**src/rtl/csq_pkg.sv**
```systemverilog
package csq_pkg;

    typedef enum logic [1:0] {
        ST_IDLE = 2'd0,
        ST_RST  = 2'd1,
        ST_RUN  = 2'd2,
        ST_DONE = 2'd3
    } csq_state_e;

endpackage

```
**src/rtl/csq_phase_dec.sv**
```systemverilog
// Decodes the tick position inside one integration sub-cycle into the
// nonoverlapping phase controls and the tick markers used by the sequencer.
module csq_phase_dec #(
    parameter int PH_TICKS  = 3,
    parameter int GAP_TICKS = 2,
    parameter int DLY_TICKS = 1,
    parameter int TW        = 4
) (
    input  logic          active_i,
    input  logic [TW-1:0] tick_i,
    output logic          samp_o,
    output logic          samp_dly_o,
    output logic          integ_o,
    output logic          integ_dly_o,
    output logic          cap_tick_o,
    output logic          pre_upd_o,
    output logic          end_tick_o
);

    localparam int SUB_LEN   = 2 * (PH_TICKS + GAP_TICKS);
    localparam int INT_START = PH_TICKS + GAP_TICKS;
    localparam int INT_END   = 2 * PH_TICKS + GAP_TICKS;
    localparam int UPD_TICK  = INT_END + DLY_TICKS;

    localparam logic [TW-1:0] T_PH      = TW'(PH_TICKS);
    localparam logic [TW-1:0] T_INT_S   = TW'(INT_START);
    localparam logic [TW-1:0] T_INT_E   = TW'(INT_END);
    localparam logic [TW-1:0] T_CAP     = TW'(INT_END - 1);
    localparam logic [TW-1:0] T_PRE_UPD = TW'(UPD_TICK - 1);
    localparam logic [TW-1:0] T_LAST    = TW'(SUB_LEN - 1);

    logic in_samp;
    logic in_integ;

    always_comb begin
        in_samp  = active_i && (tick_i < T_PH);
        in_integ = active_i && (tick_i >= T_INT_S) && (tick_i < T_INT_E);
    end

    assign samp_o  = in_samp;
    assign integ_o = in_integ;

    generate
        if (DLY_TICKS == 0) begin : g_no_delay
            assign samp_dly_o  = in_samp;
            assign integ_dly_o = in_integ;
        end else begin : g_delay
            localparam logic [TW-1:0] T_SD_E = TW'(PH_TICKS + DLY_TICKS);
            localparam logic [TW-1:0] T_ID_E = TW'(INT_END + DLY_TICKS);
            assign samp_dly_o  = active_i && (tick_i < T_SD_E);
            assign integ_dly_o = active_i && (tick_i >= T_INT_S) && (tick_i < T_ID_E);
        end
    endgenerate

    assign cap_tick_o = active_i && (tick_i == T_CAP);
    assign pre_upd_o  = active_i && (tick_i == T_PRE_UPD);
    assign end_tick_o = active_i && (tick_i == T_LAST);

endmodule

```
**src/rtl/csq_chop_ctrl.sv**
```systemverilog
// Slow system chop: counts cycle boundaries and flips the chop state every
// SEG_CYCLES boundaries. Cleared when a conversion starts.
module csq_chop_ctrl #(
    parameter int SEG_CYCLES = 100
) (
    input  logic clk,
    input  logic rst_n,
    input  logic clear_i,
    input  logic bnd_i,
    output logic chop_o
);

    localparam int SW = (SEG_CYCLES > 1) ? $clog2(SEG_CYCLES) : 1;
    localparam logic [SW-1:0] SEG_LAST = SW'(SEG_CYCLES - 1);

    typedef struct packed {
        logic [SW-1:0] cnt;
        logic          chop;
    } chop_reg_t;

    chop_reg_t r_q;
    chop_reg_t r_d;

    always_comb begin
        r_d = r_q;
        if (clear_i) begin
            r_d = '0;
        end else if (bnd_i) begin
            if (r_q.cnt == SEG_LAST) begin
                r_d.cnt  = '0;
                r_d.chop = ~r_q.chop;
            end else begin
                r_d.cnt = r_q.cnt + 1'b1;
            end
        end
    end

    always_ff @(posedge clk or negedge rst_n) begin
        if (!rst_n) begin
            r_q <= '0;
        end else begin
            r_q <= r_d;
        end
    end

    assign chop_o = r_q.chop;

    AST_CHOP_CLEAR: assert property (@(posedge clk) disable iff (!rst_n)
        clear_i |=> !chop_o);

endmodule

```
**src/rtl/csq_conv_seq.sv**
```systemverilog
// One-shot conversion sequencer: integrator reset, N_CYC modulator cycles
// with bit-dependent double integration, slow chop, done pulse.
module csq_conv_seq
    import csq_pkg::*;
#(
    parameter int N_CYC        = 400,
    parameter int CHOP_PERIODS = 2,
    parameter int RST_TICKS    = 4,
    parameter int PH_TICKS     = 3,
    parameter int GAP_TICKS    = 2,
    parameter int DLY_TICKS    = 1
) (
    input  logic clk,
    input  logic rst_n,
    input  logic start_i,
    input  logic cmp_i,
    output logic samp_o,
    output logic samp_dly_o,
    output logic integ_o,
    output logic integ_dly_o,
    output logic int_rst_o,
    output logic chop_o,
    output logic bit_o,
    output logic bit_stb_o,
    output logic done_o
);

    localparam int SUB_LEN    = 2 * (PH_TICKS + GAP_TICKS);
    localparam int TMAX       = (SUB_LEN > RST_TICKS) ? SUB_LEN : RST_TICKS;
    localparam int TW         = $clog2(TMAX + 1);
    localparam int CW         = (N_CYC > 1) ? $clog2(N_CYC) : 1;
    localparam int SEG_CYCLES = N_CYC / (2 * CHOP_PERIODS);

    localparam logic [TW-1:0] RST_LAST = TW'(RST_TICKS - 1);
    localparam logic [CW-1:0] CYC_LAST = CW'(N_CYC - 1);

    typedef struct packed {
        csq_state_e    st;
        logic [TW-1:0] tick;
        logic          sub;
        logic          dbl;
        logic [CW-1:0] cyc;
        logic          cap;
        logic          fb;
        logic          stb;
    } seq_reg_t;

    seq_reg_t r_q;
    seq_reg_t r_d;

    logic run;
    logic cap_tick;
    logic pre_upd;
    logic end_tick;
    logic last_sub;
    logic last_cyc;
    logic chop_clear;
    logic chop_bnd;
    logic chop_q;

    assign run = (r_q.st == ST_RUN);

    csq_phase_dec #(
        .PH_TICKS  (PH_TICKS),
        .GAP_TICKS (GAP_TICKS),
        .DLY_TICKS (DLY_TICKS),
        .TW        (TW)
    ) u_phase (
        .active_i    (run),
        .tick_i      (r_q.tick),
        .samp_o      (samp_o),
        .samp_dly_o  (samp_dly_o),
        .integ_o     (integ_o),
        .integ_dly_o (integ_dly_o),
        .cap_tick_o  (cap_tick),
        .pre_upd_o   (pre_upd),
        .end_tick_o  (end_tick)
    );

    csq_chop_ctrl #(
        .SEG_CYCLES (SEG_CYCLES)
    ) u_chop (
        .clk     (clk),
        .rst_n   (rst_n),
        .clear_i (chop_clear),
        .bnd_i   (chop_bnd),
        .chop_o  (chop_q)
    );

    always_comb begin
        last_sub = !r_q.dbl || r_q.sub;
        last_cyc = (r_q.cyc == CYC_LAST);
    end

    always_comb begin
        r_d        = r_q;
        r_d.stb    = 1'b0;
        chop_clear = 1'b0;
        chop_bnd   = 1'b0;
        case (r_q.st)
            ST_IDLE: begin
                if (start_i) begin
                    r_d.st     = ST_RST;
                    r_d.tick   = '0;
                    r_d.fb     = 1'b0;
                    chop_clear = 1'b1;
                end
            end
            ST_RST: begin
                if (r_q.tick == RST_LAST) begin
                    r_d.st   = ST_RUN;
                    r_d.tick = '0;
                    r_d.sub  = 1'b0;
                    r_d.dbl  = 1'b1;
                    r_d.cyc  = '0;
                    r_d.cap  = 1'b0;
                    r_d.fb   = 1'b0;
                end else begin
                    r_d.tick = r_q.tick + 1'b1;
                end
            end
            ST_RUN: begin
                if (cap_tick && last_sub) begin
                    r_d.cap = cmp_i;
                end
                if (pre_upd && last_sub && !last_cyc) begin
                    r_d.fb   = r_q.cap;
                    r_d.stb  = 1'b1;
                    chop_bnd = 1'b1;
                end
                if (end_tick) begin
                    r_d.tick = '0;
                    if (!last_sub) begin
                        r_d.sub = 1'b1;
                    end else begin
                        r_d.sub = 1'b0;
                        if (last_cyc) begin
                            r_d.st = ST_DONE;
                        end else begin
                            r_d.cyc = r_q.cyc + 1'b1;
                            r_d.dbl = !r_q.fb;
                        end
                    end
                end else begin
                    r_d.tick = r_q.tick + 1'b1;
                end
            end
            ST_DONE: begin
                r_d.st = ST_IDLE;
            end
            default: begin
                r_d.st = ST_IDLE;
            end
        endcase
    end

    always_ff @(posedge clk or negedge rst_n) begin
        if (!rst_n) begin
            r_q    <= '0;
            r_q.st <= ST_IDLE;
        end else begin
            r_q <= r_d;
        end
    end

    assign int_rst_o = (r_q.st == ST_RST);
    assign done_o    = (r_q.st == ST_DONE);
    assign chop_o    = chop_q;
    assign bit_o     = r_q.fb ^ chop_q;
    assign bit_stb_o = r_q.stb;

    AST_PHASE_EXCL: assert property (@(posedge clk) disable iff (!rst_n)
        !(samp_dly_o && integ_dly_o));

    AST_SAMP_TAIL: assert property (@(posedge clk) disable iff (!rst_n)
        $fell(samp_o) |-> samp_dly_o);

    AST_INTEG_TAIL: assert property (@(posedge clk) disable iff (!rst_n)
        $fell(integ_o) |-> integ_dly_o);

    AST_BIT_IN_GAP: assert property (@(posedge clk) disable iff (!rst_n)
        !$stable(bit_o) |-> !(samp_dly_o || integ_dly_o));

    AST_STB_IN_GAP: assert property (@(posedge clk) disable iff (!rst_n)
        bit_stb_o |-> !(samp_dly_o || integ_dly_o || samp_o || integ_o));

    AST_CHOP_WITH_STB: assert property (@(posedge clk) disable iff (!rst_n)
        (!$stable(chop_o) && !int_rst_o) |-> bit_stb_o);

    AST_DONE_SINGLE: assert property (@(posedge clk) disable iff (!rst_n)
        done_o |=> !done_o);

    AST_QUIET_RST: assert property (@(posedge clk) disable iff (!rst_n)
        (int_rst_o || done_o) |-> !(samp_dly_o || integ_dly_o));

    AST_RST_TO_SAMPLE: assert property (@(posedge clk) disable iff (!rst_n)
        $fell(int_rst_o) |-> samp_o);

endmodule

```
**config.mk**
```make
export PLATFORM = sky130hd
export DESIGN_NAME = csq_conv_seq
export DESIGN_NICKNAME = d
export VERILOG_FILES = /design/src/rtl/csq_pkg.sv /design/src/rtl/csq_phase_dec.sv /design/src/rtl/csq_chop_ctrl.sv /design/src/rtl/csq_conv_seq.sv
export SDC_FILE = /design/constraint.sdc
export NUM_CORES = 1
export LEC_CHECK = 0
export ABC_CLOCK_PERIOD_IN_PS = 2400
export BUFFER_PORTS_ARGS = -buffer_cell sky130_fd_sc_hd__buf_2
export CELL_PAD_IN_SITES_DETAIL_PLACEMENT = 1
export CELL_PAD_IN_SITES_GLOBAL_PLACEMENT = 1
export CORE_ASPECT_RATIO = 0.5
export CORE_MARGIN = 2
export CORE_UTILIZATION = 45
export CTS_CLUSTER_SIZE = 16
export DETAILED_ROUTE_END_ITERATION = 6
export PLACE_DENSITY = 0.88
export SETUP_SLACK_MARGIN = 0.2
export SYNTH_ARGS = -nofsm -noshare
export SYNTH_HDL_FRONTEND = slang
export SYNTH_SLANG_ARGS = --single-unit
```
**constraint.sdc**
```tcl
create_clock -name clk -period 2.4 [get_ports clk]
set_input_delay 0.48 -clock clk [delete_from_list [all_inputs] [get_ports clk]]
set_output_delay 0.48 -clock clk [all_outputs]
set_load 0.005 [all_outputs]
```
# == After elaboration in Yosys (flattened, before gate mapping) ==
# Index checks and enable logic that the tools add are counted.
# classes
addsub,3
n_mul,0
div,0
magnitude_cmp,5
n_eq_ne,17
shifts,0
n_mux,28
bitwise,2
n_reduce_logical,27
# ops
operator,n
case mux 12 bit (2 select lines),1
two-way mux 10 bit,2
two-way mux 8 bit,2
!= test 2 bit (second input constant),7
two-way mux 13 bit,1
case mux 4 bit (3 select lines),1
logical AND 1 bit,11
two-way mux 11 bit,1
two-way mux 2 bit,5
AND reduction 5 bit,2
adder 9 x 1 -> 9 bit (second input constant),1
equality test 9 bit (second input constant),1
two-way mux 1 bit,9
equality test 4 bit (second input constant),2
< comparator 4 bit (second input constant),2
two-way mux 4 bit,2
case mux 2 bit (4 select lines),1
adder 7 x 1 -> 7 bit (second input constant),1
equality test 7 bit (second input constant),1
two-way mux 7 bit,1
two-way mux 6 bit,1
AND reduction 3 bit,2
nonzero test 2 bit,3
adder 4 x 1 -> 4 bit (second input constant),1
other kinds (17),21
# word_totals
register_bits,28
latch_bits,0
mem_bits_rw,0
romBits,0
input_bits,4
out_inout_bits,9
wordCells,92
memories,0

# == Logic depth before layout (Yosys ltp) ==
# depth
depth_word,8
mapped_depth,7
depth_no_buf,6

# == Cells and area by module ==
# Synthesis repeated with hierarchy kept, for this count alone.
# hier_totals
cells_unflattened,184
area_unflattened_um2,1821.7
# modules_own_cells
mod,n_inst,cells_per_inst,area_each_um2,seq_area_each_um2
csq_conv_seq,1,127,1297.5,500.5
csq_chop_ctrl,1,44,434.2,200.2
csq_phase_dec,1,13,90.1,0.0

# == Least setup slack after synthesis ==
# Ideal clock, no wire load.
# synth_timing
path_kind,reg2reg
startpoint,reg r_q[19] (netlist bit)
endpoint,reg r_q[9] (netlist bit)
setup_ns,0.126
t_arrival_ns,1.771
t_required_ns,2.274
setup_slack_ns,0.503
path_stages_with_launch,8
path_buffers,1
synth_period_minus_slack_ns,1.897
path_cell_list,dfrtp_1 -> inv_1 -> ha_1 -> and4bb_1 -> a32oi_1 -> buf_2 -> nor4_1 -> a311o_1
# synth_between
elab_cells_between_ends,10
cone_classes,eq/ne: 6; mux: 1; reduce/logical: 3
# synth_lines
element,line_no,source
from (decl),csq_conv_seq.sv:48,seq_reg_t r_q;
from (signal assigned),csq_conv_seq.sv:162,r_q <= r_d;
equality test 2 x 1 -> 1 bit (*),-,
net int_rst_o,csq_conv_seq.sv:21,"output logic int_rst_o,"
!= test 2 x 1 -> 1 bit (no line) or nonzero test 2 bit (tied branches),-,
AND reduction 5 bit (no line),-,
# Mark *: on every way through the listed nets, which the timed path passes. The rest lies on a longest branch.
# A chain may end at the register's enable or synchronous reset.

# == Final worst setup path ==
# layout_timing
startpoint,reg r_q[19] (netlist bit)
endpoint,reg r_q[9] (netlist bit)
# layout_between
elab_chain_len,4
elab_cells_between_ends,10
cone_classes,eq/ne: 6; mux: 1; reduce/logical: 3
# layout_lines
element,line_no,source
equality test 2 bit,"csq_conv_seq.sv:61, csq_conv_seq.sv:100",
logical AND 1 bit,csq_phase_dec.sv:57,assign end_tick_o = active_i && (tick_i == T_LAST);
!= test 2 bit (no line),-,
AND reduction 5 bit (no line),-,
# Parallel ways exist; a longest one is shown, timed or not.

==> results.sh <==
export IMPL_multi_input_area_um2=1040
export IMPL_grt_pass1_vias=1688
export IMPL_grt_first_pass_wirelength_um=8160
export IMPL_tritoncts="yes"
export IMPL_cts_sinks=28
export IMPL_hold_ws_ps=200
export IMPL_synth_area_um2=1780
export IMPL_fin_cells=260
export IMPL_synth_top_cell_by_area="dfrtp_1"
export IMPL_antenna_found_initial=0
export IMPL_detail_route_wirelength_um=4710
export IMPL_vias=1613
export IMPL_firstDrtPassIters=4
export IMPL_power_density_nw_per_um2=819
export IMPL_grt_max_degree=29
export IMPL_synth_top_cells_by_area="dfrtp_1, ha_1, nand3_1"
export IMPL_async_flop_share_pct=100
export IMPL_p_comb_share_pct=41.8
export IMPL_dp_cells=254
export IMPL_first_iter_violations=98
export IMPL_required_ps=2580
export IMPL_synth_edf_count=0
export IMPL_cts_buffer_depth=2
export IMPL_grt_ovfl_total=0
export IMPL_synthCells=192
export IMPL_drtAntennaViolNets=0
export IMPL_p_clk_share_pct=23.3
export IMPL_syn_num_nets=208
export IMPL_core_area_um2=3840
export IMPL_routedWlPerCell_um=18.1
export IMPL_pwr_share_seq_pct=34.9
export IMPL_portBuffers=12
export IMPL_maxCapViolations=0
export IMPL_nNetsFinal=223
export IMPL_finalCriticalPeriod_ps=2120
export IMPL_cts_hold_buffers_added=0
export IMPL_n_antenna_cell=0
export IMPL_htree_num_levels=1
export IMPL_ys_warn_count=0
export IMPL_die_area_um2=4510
export IMPL_chipWidth_um=93.0
export IMPL_rsz0062_at_grt="no"
export IMPL_hold_path_class="in -> async"
export IMPL_slew_violations=0
export IMPL_ys_ff_latch=28
export IMPL_place_gp_congestion=0.803
export IMPL_reg2reg_to="r_q[9]"
export IMPL_synth_top_area_share_pct=39.4
export IMPL_ir_drop_mv=0.704
export IMPL_fin_skew_ps=2.86
export IMPL_register_area_um2=702
export IMPL_max_freq_mhz=472
export IMPL_p_int_uw=1010
export IMPL_reg2reg_depth=7
export IMPL_grt_total_usage_pct=22.9
export IMPL_fillers=459
export IMPL_leakagePower_uw=0.000862
export IMPL_switching_share_pct=38.6
export IMPL_path_clk_slew_ps=100
export IMPL_worst_ep_arrival_time_ps=2300
export IMPL_via_per_inst=6.20
export IMPL_synthFlopType="dfrtp_1"
export IMPL_outcome="finished, final reports clean"
export IMPL_dp_final_hpwl_um=3300
export IMPL_r2r_start="r_q[19]"
export IMPL_numCtsBuffers=3
export IMPL_dpl_worst_slack_ps=255
export IMPL_chipHeight_um=48.5
export IMPL_worst_slew_pin_slew_ps=649
export IMPL_cts_root_buf="clkbuf_8"
export IMPL_cp_startpoint="r_q[19]"
export IMPL_critPathLaunchType="register"
export IMPL_ios=13
export IMPL_final_cell_mix="dfrtp_1, nand3_1, nand2_1"
export IMPL_end_kind="register"
export IMPL_finalCritPeriodShare_pct=88.4
export IMPL_rrSetupSlack_ps=280
export IMPL_final_common_cell="dfrtp_1"
export IMPL_rows=16
export IMPL_syn_area_per_cell_um2=9.27
export IMPL_total_power_uw=1640
export IMPL_setup_viol=0
export IMPL_synth_cell_types=49
export IMPL_initial_core_util_pct=46.3
export IMPL_clock_latency_ps=280
export IMPL_area_growth_pct=12.8
export IMPL_relSlewSlack_pct=56.7
export IMPL_crit_path_max_fanout=10
export IMPL_hold_violations=0
export IMPL_synth_seq_area_share_pct=39.4
export IMPL_drive_gt1_share_pct=18.9
export IMPL_fin_ws_ps=279
export IMPL_drc=0
export IMPL_crit_type="reg -> reg"
export IMPL_p_sw_uw=635
export IMPL_tns_ps=0
layer usage:
metal | track usage (%) | wire length (um) | up-vias
li1 | - | - | 750
met1 | 30.5 | 2220 | 839
met2 | 39.7 | 2370 | 22
met3 | 4.21 | 113 | 2
met4 | 3.92 | 12 | 0
met5 | 0 | 0 | -
final cells by class:
| cell class | count | area share [%] |
|---|---|---|
| repair buffers | 17 | 4.86 |
| inverters | 9 | 1.68 |
| well taps | 54 | 3.36 |
| clock inverters | 1 | 1.50 |
| multi-input cells | 148 | 51.6 |
| clock buffers | 3 | 2.06 |
| flip-flops and latches | 28 | 35.0 |
critical path: stages, from the launching register on:
cell	delay, ps
dfrtp_1	440
inv_1	130
ha_2	260
and4bb_2	310
a32oi_2	270
buf_4	220
nor4_1	60
a311o_1	320
kinds of logic after synthesis:
logic type / count (synthesis) / synth area share (%)
xor+xnor: 1 / 0.492
compound gates: 47 / 18.7
flops: 28 / 39.4
fa+ha+maj: 12 / 8.43
buf+inv: 16 / 4.36
simple gates: 85 / 26.8
mux: 3 / 1.83
Yosys cell counts (3+ instances only):
cell,instances
dfrtp_1,28
nand3_1,15
nand2_1,14
ha_1,12
nor2_1,11
inv_1,9
o21ai_0,9
a21oi_1,7
nor2b_1,6
or4_1,6
a31oi_1,5
nor3_1,5
nor4_1,5
nand2b_1,4
nand4_1,4
and4_1,3
o31ai_1,3
per-stage QoR:
step / instance area [um2] / util [%]
4_1_cts: 1970 / 51.1
3_5_place_dp: 1890 / 49.1
5_1_grt: 2010 / 52.2
2_1_floorplan: 1780 / -
6_report: 2010 / 52.2
3_3_place_gp: 1890 / 49.1
what timing repair did:
item / CTS / global route
resized for setup: 1 / 11
endpoints found under the hold margin: 0 / 0
pin swaps: 0 / 1
endpoints found under the setup margin: 1 / 16
buffers inserted: 0 / 2
flip-flops by register name (all words and copies together) (netlist names):
name           flops
bit_stb_o          1
u_chop.r_q         7
r_q               19
u_chop.chop_o      1
power groups by stage:
stage / sequential, uW / combinational [uW] / clock [uW]
floorplan: 564 / 437 / 0
global placement: 573 / 592 / 0
detailed placement: 578 / 620 / 0
CTS: 570 / 634 / 387
global route: 584 / 756 / 411
finish: 574 / 687 / 384
how the worst max path moves through the flow:
stage               cells past startpoint             to
floorplan                               7         r_q[9]
global placement                        7        r_q[19]
detailed placement                      6  u_chop.r_q[1]
CTS                                     6  u_chop.r_q[1]
global route                            7    integ_dly_o
finish                                  7         r_q[9]
Note: power is estimated with default switching activity, not from simulation.
